### src/rtl/hsdma_pkg.sv
package hsdma_pkg;

   localparam int BYTE_W = 8;

   typedef enum logic [1:0] {
      HS_IDLE  = 2'd0,
      HS_ISSUE = 2'd1,
      HS_XFER  = 2'd2
   } hs_state_e;

endpackage

### src/rtl/hsdma_addr_former.sv
module hsdma_addr_former #(
   parameter int ADDR_W     = 32,
   parameter int LEN_W      = 16,
   parameter int LANE_BYTES = 2,
   parameter int BURST_MAX  = 64
) (
   input  logic              clk,
   input  logic              rst_n,
   input  logic              base_we,
   input  logic [ADDR_W-1:0] base_wdata,
   input  logic              load,
   input  logic [ADDR_W-1:0] load_off,
   input  logic [LEN_W-1:0]  load_len,
   input  logic              load_align,
   input  logic              load_split,
   input  logic              advance,
   output logic [ADDR_W-1:0] cur_addr,
   output logic [LEN_W-1:0]  seg_len,
   output logic              is_last,
   output logic [LEN_W-1:0]  load_len_eff
);

   localparam int BM_LOG  = $clog2(BURST_MAX);
   localparam bit BM_POW2 = ((1 << BM_LOG) == BURST_MAX);
   localparam logic [ADDR_W-1:0] ADDR_MASK = ~ADDR_W'(LANE_BYTES - 1);
   localparam logic [LEN_W-1:0]  LEN_MASK  = ~LEN_W'(LANE_BYTES - 1);
   localparam logic [LEN_W-1:0]  BURST_LEN = LEN_W'(BURST_MAX);

   logic [ADDR_W-1:0] base_q;
   logic [ADDR_W-1:0] addr_q;
   logic [LEN_W-1:0]  remain_q;
   logic              split_q;
   logic [ADDR_W-1:0] load_addr_c;
   logic              remain_ge_burst;

   always_comb begin
      load_addr_c  = load_off | base_q;
      load_len_eff = load_len;
      if (load_align) begin
         load_addr_c  = load_addr_c & ADDR_MASK;
         load_len_eff = load_len & LEN_MASK;
      end
   end

   generate
      if (BM_POW2) begin : g_cap_pow2
         assign remain_ge_burst = |remain_q[LEN_W-1:BM_LOG];
      end else begin : g_cap_cmp
         assign remain_ge_burst = (remain_q >= BURST_LEN);
      end
   endgenerate

   assign seg_len  = (split_q && remain_ge_burst) ? BURST_LEN : remain_q;
   assign is_last  = (remain_q == seg_len);
   assign cur_addr = addr_q;

   always_ff @(posedge clk) begin
      if (!rst_n) begin
         base_q <= '0;
      end else if (base_we) begin
         base_q <= base_wdata;
      end
   end

   always_ff @(posedge clk) begin
      if (!rst_n) begin
         addr_q   <= '0;
         remain_q <= '0;
         split_q  <= 1'b0;
      end else if (load) begin
         addr_q   <= load_addr_c;
         remain_q <= load_len_eff;
         split_q  <= load_split;
      end else if (advance) begin
         addr_q   <= addr_q + ADDR_W'(seg_len);
         remain_q <= remain_q - seg_len;
      end
   end

   // a non-final advance always leaves bytes to move
   assert_remain_left_R7: assert property (@(posedge clk) disable iff (!rst_n)
      (advance && !is_last) |=> (remain_q != '0));

endmodule

### src/rtl/hsdma_lane_swap.sv
module hsdma_lane_swap #(
   parameter int LANE_BYTES = 2,
   parameter int BYTE_W     = 8
) (
   input  logic              clk,
   input  logic              rst_n,
   input  logic              swap_en,
   input  logic              in_valid,
   output logic              in_ready,
   input  logic [BYTE_W-1:0] in_data,
   output logic              out_valid,
   input  logic              out_ready,
   output logic [BYTE_W-1:0] out_data
);

   localparam int CNT_W = $clog2(LANE_BYTES + 1);
   localparam int IDX_W = $clog2(LANE_BYTES);

   logic [BYTE_W-1:0] lane_q [LANE_BYTES];
   logic [CNT_W-1:0]  cnt_q;
   logic              drain_q;
   logic [CNT_W-1:0]  need_c;
   logic [IDX_W-1:0]  rd_idx;
   logic              in_fire;
   logic              out_fire;

   assign need_c    = swap_en ? CNT_W'(LANE_BYTES) : CNT_W'(1);
   assign in_ready  = !drain_q;
   assign out_valid = drain_q;
   assign in_fire   = in_valid && in_ready;
   assign out_fire  = out_valid && out_ready;
   assign rd_idx    = swap_en ? IDX_W'(cnt_q - CNT_W'(1)) : '0;
   assign out_data  = lane_q[rd_idx];

   always_ff @(posedge clk) begin
      if (in_fire) begin
         lane_q[IDX_W'(cnt_q)] <= in_data;
      end
   end

   always_ff @(posedge clk) begin
      if (!rst_n) begin
         cnt_q   <= '0;
         drain_q <= 1'b0;
      end else if (in_fire) begin
         cnt_q <= cnt_q + CNT_W'(1);
         if (cnt_q + CNT_W'(1) == need_c) begin
            drain_q <= 1'b1;
         end
      end else if (out_fire) begin
         cnt_q <= cnt_q - CNT_W'(1);
         if (cnt_q == CNT_W'(1)) begin
            drain_q <= 1'b0;
         end
      end
   end

   // the fill count never exceeds one lane
   assert_fill_bound_R4: assert property (@(posedge clk) disable iff (!rst_n)
      cnt_q <= CNT_W'(LANE_BYTES));

   // the rest of a swapped lane follows without a gap
   assert_lane_pair_R4: assert property (@(posedge clk) disable iff (!rst_n)
      (out_fire && swap_en && cnt_q > CNT_W'(1)) |=> out_valid);

endmodule

### src/rtl/hsdma_path.sv
module hsdma_path #(
   parameter int ADDR_W     = 32,
   parameter int LEN_W      = 16,
   parameter int LANE_BYTES = 2,
   parameter int BURST_MAX  = 64
) (
   input  logic              clk,
   input  logic              rst_n,
   input  logic              base_we,
   input  logic [ADDR_W-1:0] base_wdata,
   input  logic              req_valid,
   output logic              req_ready,
   input  logic [ADDR_W-1:0] req_offset,
   input  logic [LEN_W-1:0]  req_len,
   input  logic              req_write,
   input  logic              req_noswap,
   output logic              done,
   output logic              mem_valid,
   input  logic              mem_ready,
   output logic [ADDR_W-1:0] mem_addr,
   output logic [LEN_W-1:0]  mem_len,
   output logic              mem_write,
   input  logic              wsrc_valid,
   output logic              wsrc_ready,
   input  logic [7:0]        wsrc_data,
   output logic              wdst_valid,
   input  logic              wdst_ready,
   output logic [7:0]        wdst_data,
   input  logic              rsrc_valid,
   output logic              rsrc_ready,
   input  logic [7:0]        rsrc_data,
   output logic              rdst_valid,
   input  logic              rdst_ready,
   output logic [7:0]        rdst_data
);

   import hsdma_pkg::*;

   generate
      if (LANE_BYTES < 2 || (LANE_BYTES & (LANE_BYTES - 1)) != 0) begin : g_bad_lane
         $error("LANE_BYTES must be a power of two of at least 2");
      end
      if (BURST_MAX < LANE_BYTES || (BURST_MAX % LANE_BYTES) != 0) begin : g_bad_burst
         $error("BURST_MAX must be a whole number of lanes");
      end
      if (BURST_MAX >= (1 << (LEN_W - 1))) begin : g_bad_len
         $error("LEN_W too narrow for BURST_MAX");
      end
      if (ADDR_W < 2) begin : g_bad_addr
         $error("ADDR_W too small");
      end
   endgenerate

   hs_state_e         state_q;
   logic              write_q;
   logic              swap_q;
   logic              done_q;
   logic [LEN_W-1:0]  in_left_q;
   logic [LEN_W-1:0]  out_left_q;

   logic              accept;
   logic              advance;
   logic [ADDR_W-1:0] cur_addr;
   logic [LEN_W-1:0]  seg_len;
   logic              is_last;
   logic [LEN_W-1:0]  eff_len;

   logic              xfer;
   logic              st_in_valid;
   logic              st_in_ready;
   logic [BYTE_W-1:0] st_in_data;
   logic              st_out_valid;
   logic              st_out_ready;
   logic [BYTE_W-1:0] st_out_data;
   logic              src_fire;
   logic              snk_fire;

   assign req_ready = (state_q == HS_IDLE);
   assign accept    = req_valid && req_ready;
   assign xfer      = (state_q == HS_XFER);
   assign done      = done_q;
   assign mem_valid = (state_q == HS_ISSUE);
   assign mem_addr  = cur_addr;
   assign mem_len   = seg_len;
   assign mem_write = write_q;

   hsdma_addr_former #(
      .ADDR_W     (ADDR_W),
      .LEN_W      (LEN_W),
      .LANE_BYTES (LANE_BYTES),
      .BURST_MAX  (BURST_MAX)
   ) u_addr (
      .clk          (clk),
      .rst_n        (rst_n),
      .base_we      (base_we),
      .base_wdata   (base_wdata),
      .load         (accept),
      .load_off     (req_offset),
      .load_len     (req_len),
      .load_align   (!req_noswap),
      .load_split   (req_write && !req_noswap),
      .advance      (advance),
      .cur_addr     (cur_addr),
      .seg_len      (seg_len),
      .is_last      (is_last),
      .load_len_eff (eff_len)
   );

   // source and sink steering for the shared lane-swap stage
   always_comb begin
      st_in_valid  = 1'b0;
      st_in_data   = write_q ? wsrc_data : rsrc_data;
      wsrc_ready   = 1'b0;
      rsrc_ready   = 1'b0;
      if (xfer && in_left_q != '0) begin
         st_in_valid = write_q ? wsrc_valid : rsrc_valid;
         wsrc_ready  = write_q && st_in_ready;
         rsrc_ready  = !write_q && st_in_ready;
      end
      wdst_valid   = xfer && write_q && st_out_valid;
      rdst_valid   = xfer && !write_q && st_out_valid;
      st_out_ready = xfer && (write_q ? wdst_ready : rdst_ready);
   end

   assign wdst_data = st_out_data;
   assign rdst_data = st_out_data;
   assign src_fire  = st_in_valid && st_in_ready;
   assign snk_fire  = st_out_valid && st_out_ready;
   assign advance   = xfer && snk_fire && (out_left_q == LEN_W'(1));

   hsdma_lane_swap #(
      .LANE_BYTES (LANE_BYTES),
      .BYTE_W     (BYTE_W)
   ) u_swap (
      .clk       (clk),
      .rst_n     (rst_n),
      .swap_en   (swap_q),
      .in_valid  (st_in_valid),
      .in_ready  (st_in_ready),
      .in_data   (st_in_data),
      .out_valid (st_out_valid),
      .out_ready (st_out_ready),
      .out_data  (st_out_data)
   );

   always_ff @(posedge clk) begin
      if (!rst_n) begin
         state_q    <= HS_IDLE;
         write_q    <= 1'b0;
         swap_q     <= 1'b0;
         done_q     <= 1'b0;
         in_left_q  <= '0;
         out_left_q <= '0;
      end else begin
         done_q <= 1'b0;
         unique case (state_q)
            HS_IDLE: begin
               if (accept) begin
                  write_q <= req_write;
                  swap_q  <= !req_noswap;
                  if (eff_len == '0) begin
                     done_q <= 1'b1;
                  end else begin
                     state_q <= HS_ISSUE;
                  end
               end
            end
            HS_ISSUE: begin
               if (mem_ready) begin
                  in_left_q  <= seg_len;
                  out_left_q <= seg_len;
                  state_q    <= HS_XFER;
               end
            end
            HS_XFER: begin
               if (src_fire) begin
                  in_left_q <= in_left_q - LEN_W'(1);
               end
               if (snk_fire) begin
                  out_left_q <= out_left_q - LEN_W'(1);
                  if (out_left_q == LEN_W'(1)) begin
                     if (is_last) begin
                        state_q <= HS_IDLE;
                        done_q  <= 1'b1;
                     end else begin
                        state_q <= HS_ISSUE;
                     end
                  end
               end
            end
            default: state_q <= HS_IDLE;
         endcase
      end
   end

   // swapped requests reach memory lane-aligned
   assert_even_R3: assert property (@(posedge clk) disable iff (!rst_n)
      (mem_valid && swap_q) |-> (mem_addr[0] == 1'b0 && mem_len[0] == 1'b0));

   // swapped write bursts are bounded and never empty
   assert_burst_cap_R6: assert property (@(posedge clk) disable iff (!rst_n)
      (mem_valid && mem_write && swap_q) |-> (mem_len <= LEN_W'(BURST_MAX) && mem_len != '0));

   // request held until taken
   assert_mem_hold_R11: assert property (@(posedge clk) disable iff (!rst_n)
      (mem_valid && !mem_ready) |=> (mem_valid && $stable(mem_addr) && $stable(mem_len)));

   // no new request accepted while memory traffic is pending
   assert_one_inflight_R9: assert property (@(posedge clk) disable iff (!rst_n)
      (mem_valid || wdst_valid || rdst_valid) |-> !req_ready);

   // done only follows a finished transfer or an empty request
   assert_done_cause_R10: assert property (@(posedge clk) disable iff (!rst_n)
      done |-> req_ready);

endmodule

### config.mk
export PLATFORM = sky130hd
export DESIGN_NAME = hsdma_path
export DESIGN_NICKNAME = d
export VERILOG_FILES = /design/src/rtl/hsdma_pkg.sv /design/src/rtl/hsdma_addr_former.sv /design/src/rtl/hsdma_lane_swap.sv /design/src/rtl/hsdma_path.sv
export SDC_FILE = /design/constraint.sdc
export NUM_CORES = 1
export LEC_CHECK = 0
export ABC_CLOCK_PERIOD_IN_PS = 7300
export CAP_MARGIN = 20
export CORE_UTILIZATION = 37
export CTS_CLUSTER_SIZE = 14
export DETAILED_ROUTE_END_ITERATION = 6
export DONT_BUFFER_PORTS = 1
export MAX_ROUTING_LAYER = met4
export SLEW_MARGIN = 20
export SYNTH_ARGS = -nofsm -noshare
export SYNTH_HDL_FRONTEND = slang
export SYNTH_SLANG_ARGS = --single-unit
### constraint.sdc
create_clock -name clk -period 7.3 [get_ports clk]
set_input_delay 1.825 -clock clk [delete_from_list [all_inputs] [get_ports clk]]
set_output_delay 1.825 -clock clk [all_outputs]
set_load 0.01 [all_outputs]
* After elaboration in Yosys (flattened, before gate mapping) *
Memories as Yosys holds them, arrays and structs flattened.
Index checks and enable logic that the tools add are counted.

word-level totals
  latch bits = 0
  flip-flop bits (word level) = 121
  memories = 1
  bits in read-only memories = 0
  bits in writable memories = 16
  input bits = 107
  logic and storage cells = 105
  output and inout bits = 72

memories
  name           words  width  rd ports  clocked after memory_dff  wr ports  line                   source
  u_swap.lane_q  2      8      1         0                         1         hsdma_lane_swap.sv:19  logic [BYTE_W-1:0] lane_q [LANE_BYTES];

operators by class
  magnitude comparators = 0
  multipliers = 0
  equal/unequal tests = 13
  muxes and demuxes = 41
  add/sub/neg operators = 6
  shifts and indexed selects = 0
  reductions and logical operators = 31
  bitwise logic cells = 1
  div/mod/pow operators = 0

operators by type and width
  cell                                                   number
  two-way mux 16 bit                                     6
  two-way mux 32 bit                                     2
  one-hot mux 16 bit (2 select lines)                    2
  adder 32 x 16 -> 32 bit                                1
  OR 32 bit                                              1
  subtractor 16 x 1 -> 16 bit, second input constant     2
  two-way mux 1 bit                                      20
  == test 16 x 1 -> 1 bit, second input constant         1
  == test 16 bit                                         1
  zero test 16 bit                                       1
  two-way mux 2 bit                                      8
  nonzero test 16 bit                                    1
  subtractor 16 bit                                      1
  logical AND 1 bit                                      15
  inequality test 2 x 1 -> 1 bit, second input constant  6
  OR reduction 10 bit                                    1
  AND reduction 3 bit                                    3
  two-way mux 8 bit                                      1
  nonzero test 2 bit                                     4
  one-hot mux 2 bit (3 select lines)                     1
  AND reduction 5 bit                                    1
  == test 2 x 1 -> 1 bit, second input constant          2
  zero test 1 bit                                        3
  adder 2 x 1 -> 2 bit, second input constant            1
  other kinds (7)                                        7

* Depth between registers and ports, before layout *
  depth after elaboration = 8
  depth in mapped cells = 13
  mapped depth without buffers = 12

* Hierarchy *
A second synthesis with hierarchy kept.

second synthesis, totals
  cell total of the unflattened synthesis = 989
  area, all modules = 8324.2 um2

by module, submodules not included
  module             times used  seq. area each (um2)  area an instance (um2)  cells an instance
  hsdma_addr_former  1           1621.6                5083.6                  602
  hsdma_path         1           740.7                 2442.3                  338
  hsdma_lane_swap    1           540.5                 798.3                   49

* Least setup slack after synthesis *
No wires, ideal clock.

  path kind = register to output
  start point = register u_addr.remain_q[11]
  end point = output port mem_len[1]
  arrival time = 1.889 ns
  buffers on the path = 1
  required time = 5.475 ns
  cell stages (with the launch flop) = 5
  slack = 3.586 ns
  cell sequence = dfxtp_1 or4_1 o41ai_1 clkbuf_1 and2_1

on the way
  word-level cells in the longest chain between the ends = 3

RTL lines
  element                 line                     source
  start, declared         hsdma_addr_former.sv:31  logic [LEN_W-1:0] remain_q;
  start signal, assigned  hsdma_addr_former.sv:72  remain_q <= load_len_eff;
  start signal, assigned  hsdma_addr_former.sv:76  remain_q <= remain_q - seg_len;
  OR reduction 10 bit     hsdma_addr_former.sv:47  assign remain_ge_burst = |remain_q[LEN_W-1:BM_LOG];
  logical AND 1 bit       hsdma_addr_former.sv:53  assign seg_len = (split_q && remain_ge_burst) ? BURST_LEN : remain_q;
  two-way mux 16 bit      hsdma_addr_former.sv:53
  end, declared           hsdma_path.sv:21         output logic [LEN_W-1:0] mem_len,

Every way passes these cells.

* Final worst setup path *
  start point = register u_addr.remain_q[12]
  end point = register u_addr.addr_q[20], in the netlist u_addr.cur_addr[20]

on the way
  word-level cells in the longest chain between the ends = 6

RTL lines
  element                  line                     source
  OR reduction 10 bit      hsdma_addr_former.sv:47
  logical AND 1 bit        hsdma_addr_former.sv:53
  two-way mux 16 bit       hsdma_addr_former.sv:53
  net mem_len[0]           hsdma_path.sv:21
  adder 32 x 16 -> 32 bit  hsdma_addr_former.sv:75  addr_q <= addr_q + ADDR_W'(seg_len);
  two-way mux 32 bit       hsdma_addr_former.sv:74  end else if (advance) begin
  two-way mux 32 bit       hsdma_addr_former.sv:70  end else if (load) begin
  end signal, assigned     hsdma_addr_former.sv:71  addr_q <= load_addr_c;
  end signal, assigned     hsdma_addr_former.sv:75
  end, declared            hsdma_addr_former.sv:30  logic [ADDR_W-1:0] addr_q;

The timed path passes the listed nets, and every way through them passes these cells. The select of a mux whose other input is x is not followed.
A chain may end at the register's enable or synchronous reset.

==> results by group <==
Final layout
  • Layout cells sized above 1: about 7.9%
  • # diodes: 0
  • Layout Nets: around 1,100
  • Design area: 8773 um2
  • Area growth syn-to-layout: 9.153%

Synth
  • Post-Synthesis Cells: between 900 and 1,000
  • Top-area cell type share of the netlist area: around 30%
  • Asr flop ratio synth: 0%
  • Syn nets: between 1,000 and 1,500
  • Synth Register Bits: around 140
  • Ys flop type: dfxtp_1
  • Dominant cells by area after synthesis: dfxtp_1 (30%), edfxtp_1 (6.0%), o21ai_0 (5.2%)
  • EDFF count, synth: 16
  • Top-count cell post-synth: dfxtp_1
  • Yosys warning count: 0
  • Unique masters post-synth: 70
  • Yosys top cell by area: dfxtp_1
  • Most frequent cells after synthesis: dfxtp_1 (121), nand2_1 (97), o21ai_0 (84)
  • Synth Area per Inst: between 8 and 9 um2
  • Netlist Area Pre-Place: roughly 8000 um2
  • Seq/Total Area, Yosys: between 30 and 40%

Worst setup path
  • WS Path Type: flip-flop to flip-flop
  • Max FO, Critical Path: 12
  • Worst Path Arrival: between 4000 and 5000 ps
  • Crit path launch type: flip-flop
  • RR Startpoint: u_addr.remain_q[12]
  • Kind of end point of the critical path: flip-flop
  • CP startpoint: u_addr.remain_q[12]
  • WP data required: 7620 ps
  • Reg2Reg Depth: 12

Floorplan
  • Initial Util: 38.00%
  • Row count: 53
  • IO Count: 179
  • Die W: about 150 um
  • DIE HEIGHT: 149.4 um
  • CORE AREA: 21,150 um2
  • Die area: 22,320 um2

Detailed routing
  • DRT iter0 DRCs: around 520
  • Via count: ~7,200
  • Vias per inst: approximately 5.9
  • WL/cell: 20.24 um
  • WL final: roughly 25,000 um
  • DRC: 0
  • Post-DRT Antenna Nets: 0
  • Drt pass-1 iters: 5

Clocking
  • CTS tree: done
  • PostCTS Resize Cnt: 0
  • Num CTS Buffers: 17
  • H-tree Lvls: 4
  • Clock Tree Buf Depth: 2
  • # Post-CTS Setup Buffers: 0
  • CTS Hold Bufs: 0
  • Reg clk slew, reported paths: ~60 ps
  • Worst-Skew Late Latency: 430 ps
  • Clk root buf: clkbuf_16
  • Sink Count: roughly 140

STA
  • Final count of negative-setup-slack endpoints: 0
  • Crit share post-route: between 60% and 70%
  • Max Slew Vio Count: 0
  • Max_slew headroom: 31.80%
  • Crit path time final: 4598 ps
  • RSZ-0062 raised after global routing: no
  • Least-Margin Pin Slew: about 1000 ps
  • Fin Clk Skew: 16.83 ps
  • Hold WS: 477.9 ps
  • Fmax: between 200 and 250 MHz
  • Final TNS setup: 0 ps
  • Final Hold Fails: 0

Pwr
  • Reg power frac: between 40% and 50%
  • VDD IR max: 0.1254 mV
  • Clock Power Share: 42.8%
  • Int Power: about 1.5 mW
  • Sw Ratio: between 20% and 30%
  • P_sw: around 0.61 mW
  • Total Power: between 2 and 2.5 mW
  • P_leak: between 3 and 4 nW
  • Pwr Density: ~240 nW/um2
  • Comb pwr share: 15.3%

Global routing
  • Largest net degree at the start of global routing: 131
  • Total gr overflow: 0
  • First-pass GRT wire length: about 38,000 um
  • Vias in the first global route: 6,833
  • All-Layer GR Usage: around 23%
  • Initial antenna violation count: 0

Job
  • Max cap viols: 0

Placement
  • Routability-driven placement congestion ratio: a little over 0.9
  • Detailed placement HPWL: 17,990 um
  • PortBufs: 0
  • Placed inst area: slightly above 8000 um2

Worst hold path
  • Beginning of the worst hold path: in_left_q[8]
  • Worst hold path class: flip-flop to flip-flop
  • Hold Path Stages: 2

Outcome
  • Status: finished clean
## cell type report
class                      count  area [um2]
tap                          275       344.1
timing repair buffer           6       45.04
clock buffer                  19       464.2
multi-input combinational    752        4797
fill                        2139       12380
inverter                      21       78.83
clock inverter                13       141.4
sequential                   137        2903
## per-stage QoR
stage          util, %  worst slack, ps  std cells
2_1_floorplan        -             3586        972
3_3_place_gp     38.61             2790       1191
3_5_place_dp     38.61             2736       1191
4_1_cts          41.47             2705       1223
5_1_grt          41.47             2322       1223
6_report         41.47             2702       1223
## power groups by stage
stage | combinational (mW) | clock (mW) | sequential, mW
after floorplan | 0.264 | 0 | 0.860
after global placement | 0.314 | 0 | 0.883
after detailed placement | 0.315 | 0 | 0.884
after CTS | 0.316 | 0.900 | 0.867
after global routing | 0.353 | 0.927 | 0.875
final | 0.317 | 0.886 | 0.867
## per-layer routing
layer / GRT usage [%] / vias to the layer above / routed length (um)
li1: - / 3496 / -
met1: 27.93 / 3428 / 10500
met2: 35.79 / 257 / 11610
met3: 6.483 / 43 / 1882
met4: 9.898 / 0 / 763
met5: - / - / 0
## cells by family after synthesis
kind of cell / Yosys count / share of synthesized area (%)
and+or+nand+nor: 357 / 23.09
AOI/OAI and AO/OA: 299 / 23.80
DFF: 137 / 36.11
buffers and inverters: 83 / 4.328
muxes: 54 / 6.989
adders and majority gates: 23 / 3.674
xor gates and xnor gates: 18 / 1.961
other: 1 / 0.04666
## path summary, 6_finish.rpt
check / endpoint / slack [ps]
worst min register to register: in_left_q[8] / 480
worst min-delay path: in_left_q[8] / 480
worst max-delay path: u_addr.cur_addr[20] / 2700
worst max register to register: u_addr.cur_addr[20] / 2700
## cell usage in the layout (no fill, tap or decap), types with 9 or more instances in the layout
cell | netlist | final
a211oi_1 | 13 | 13
a21boi_0 | 19 | 19
a21oi_1 | 71 | 71
a22oi_1 | 10 | 10
a31oi_1 | 10 | 10
and2_1 | 17 | 17
and3_1 | 9 | 9
clkbuf_16 | 0 | 18
dfxtp_1 | 121 | 121
edfxtp_1 | 16 | 16
ha_1 | 22 | 22
inv_1 | 21 | 21
mux2_2 | 17 | 17
mux2i_1 | 37 | 37
nand2_1 | 97 | 97
nand3_1 | 28 | 28
nand4_1 | 10 | 10
nor2_1 | 58 | 57
nor2b_1 | 52 | 52
nor3_1 | 26 | 26
nor4_1 | 16 | 16
o21ai_0 | 84 | 84
o31a_1 | 11 | 11
o31ai_1 | 22 | 22
or3_1 | 11 | 11
xor2_1 | 11 | 11
## worst max-delay path, cell delays in order, from the launching register on
cell      delay, ps
dfxtp_1         390
or4_1           640
o41ai_2         820
and2_1          460
ha_1            300
fa_1            260
a211oi_1        120
o21ai_0         250
a211oi_1        120
nor2_1          380
nand3_2         200
or3_1           380
and3_1          180
## state kept, by name (all words and copies together), names as in the netlist
signal,cells
done,1
in_left_q,16
mem_write,1
out_left_q,16
state_q,2
swap_q,1
u_addr.base_q,32
u_addr.cur_addr,32
u_addr.remain_q,16
u_addr.split_q,1
u_swap.cnt_q,2
u_swap.lane_q,16
u_swap.out_valid,1
Note: power is estimated with default switching activity, not from simulation.
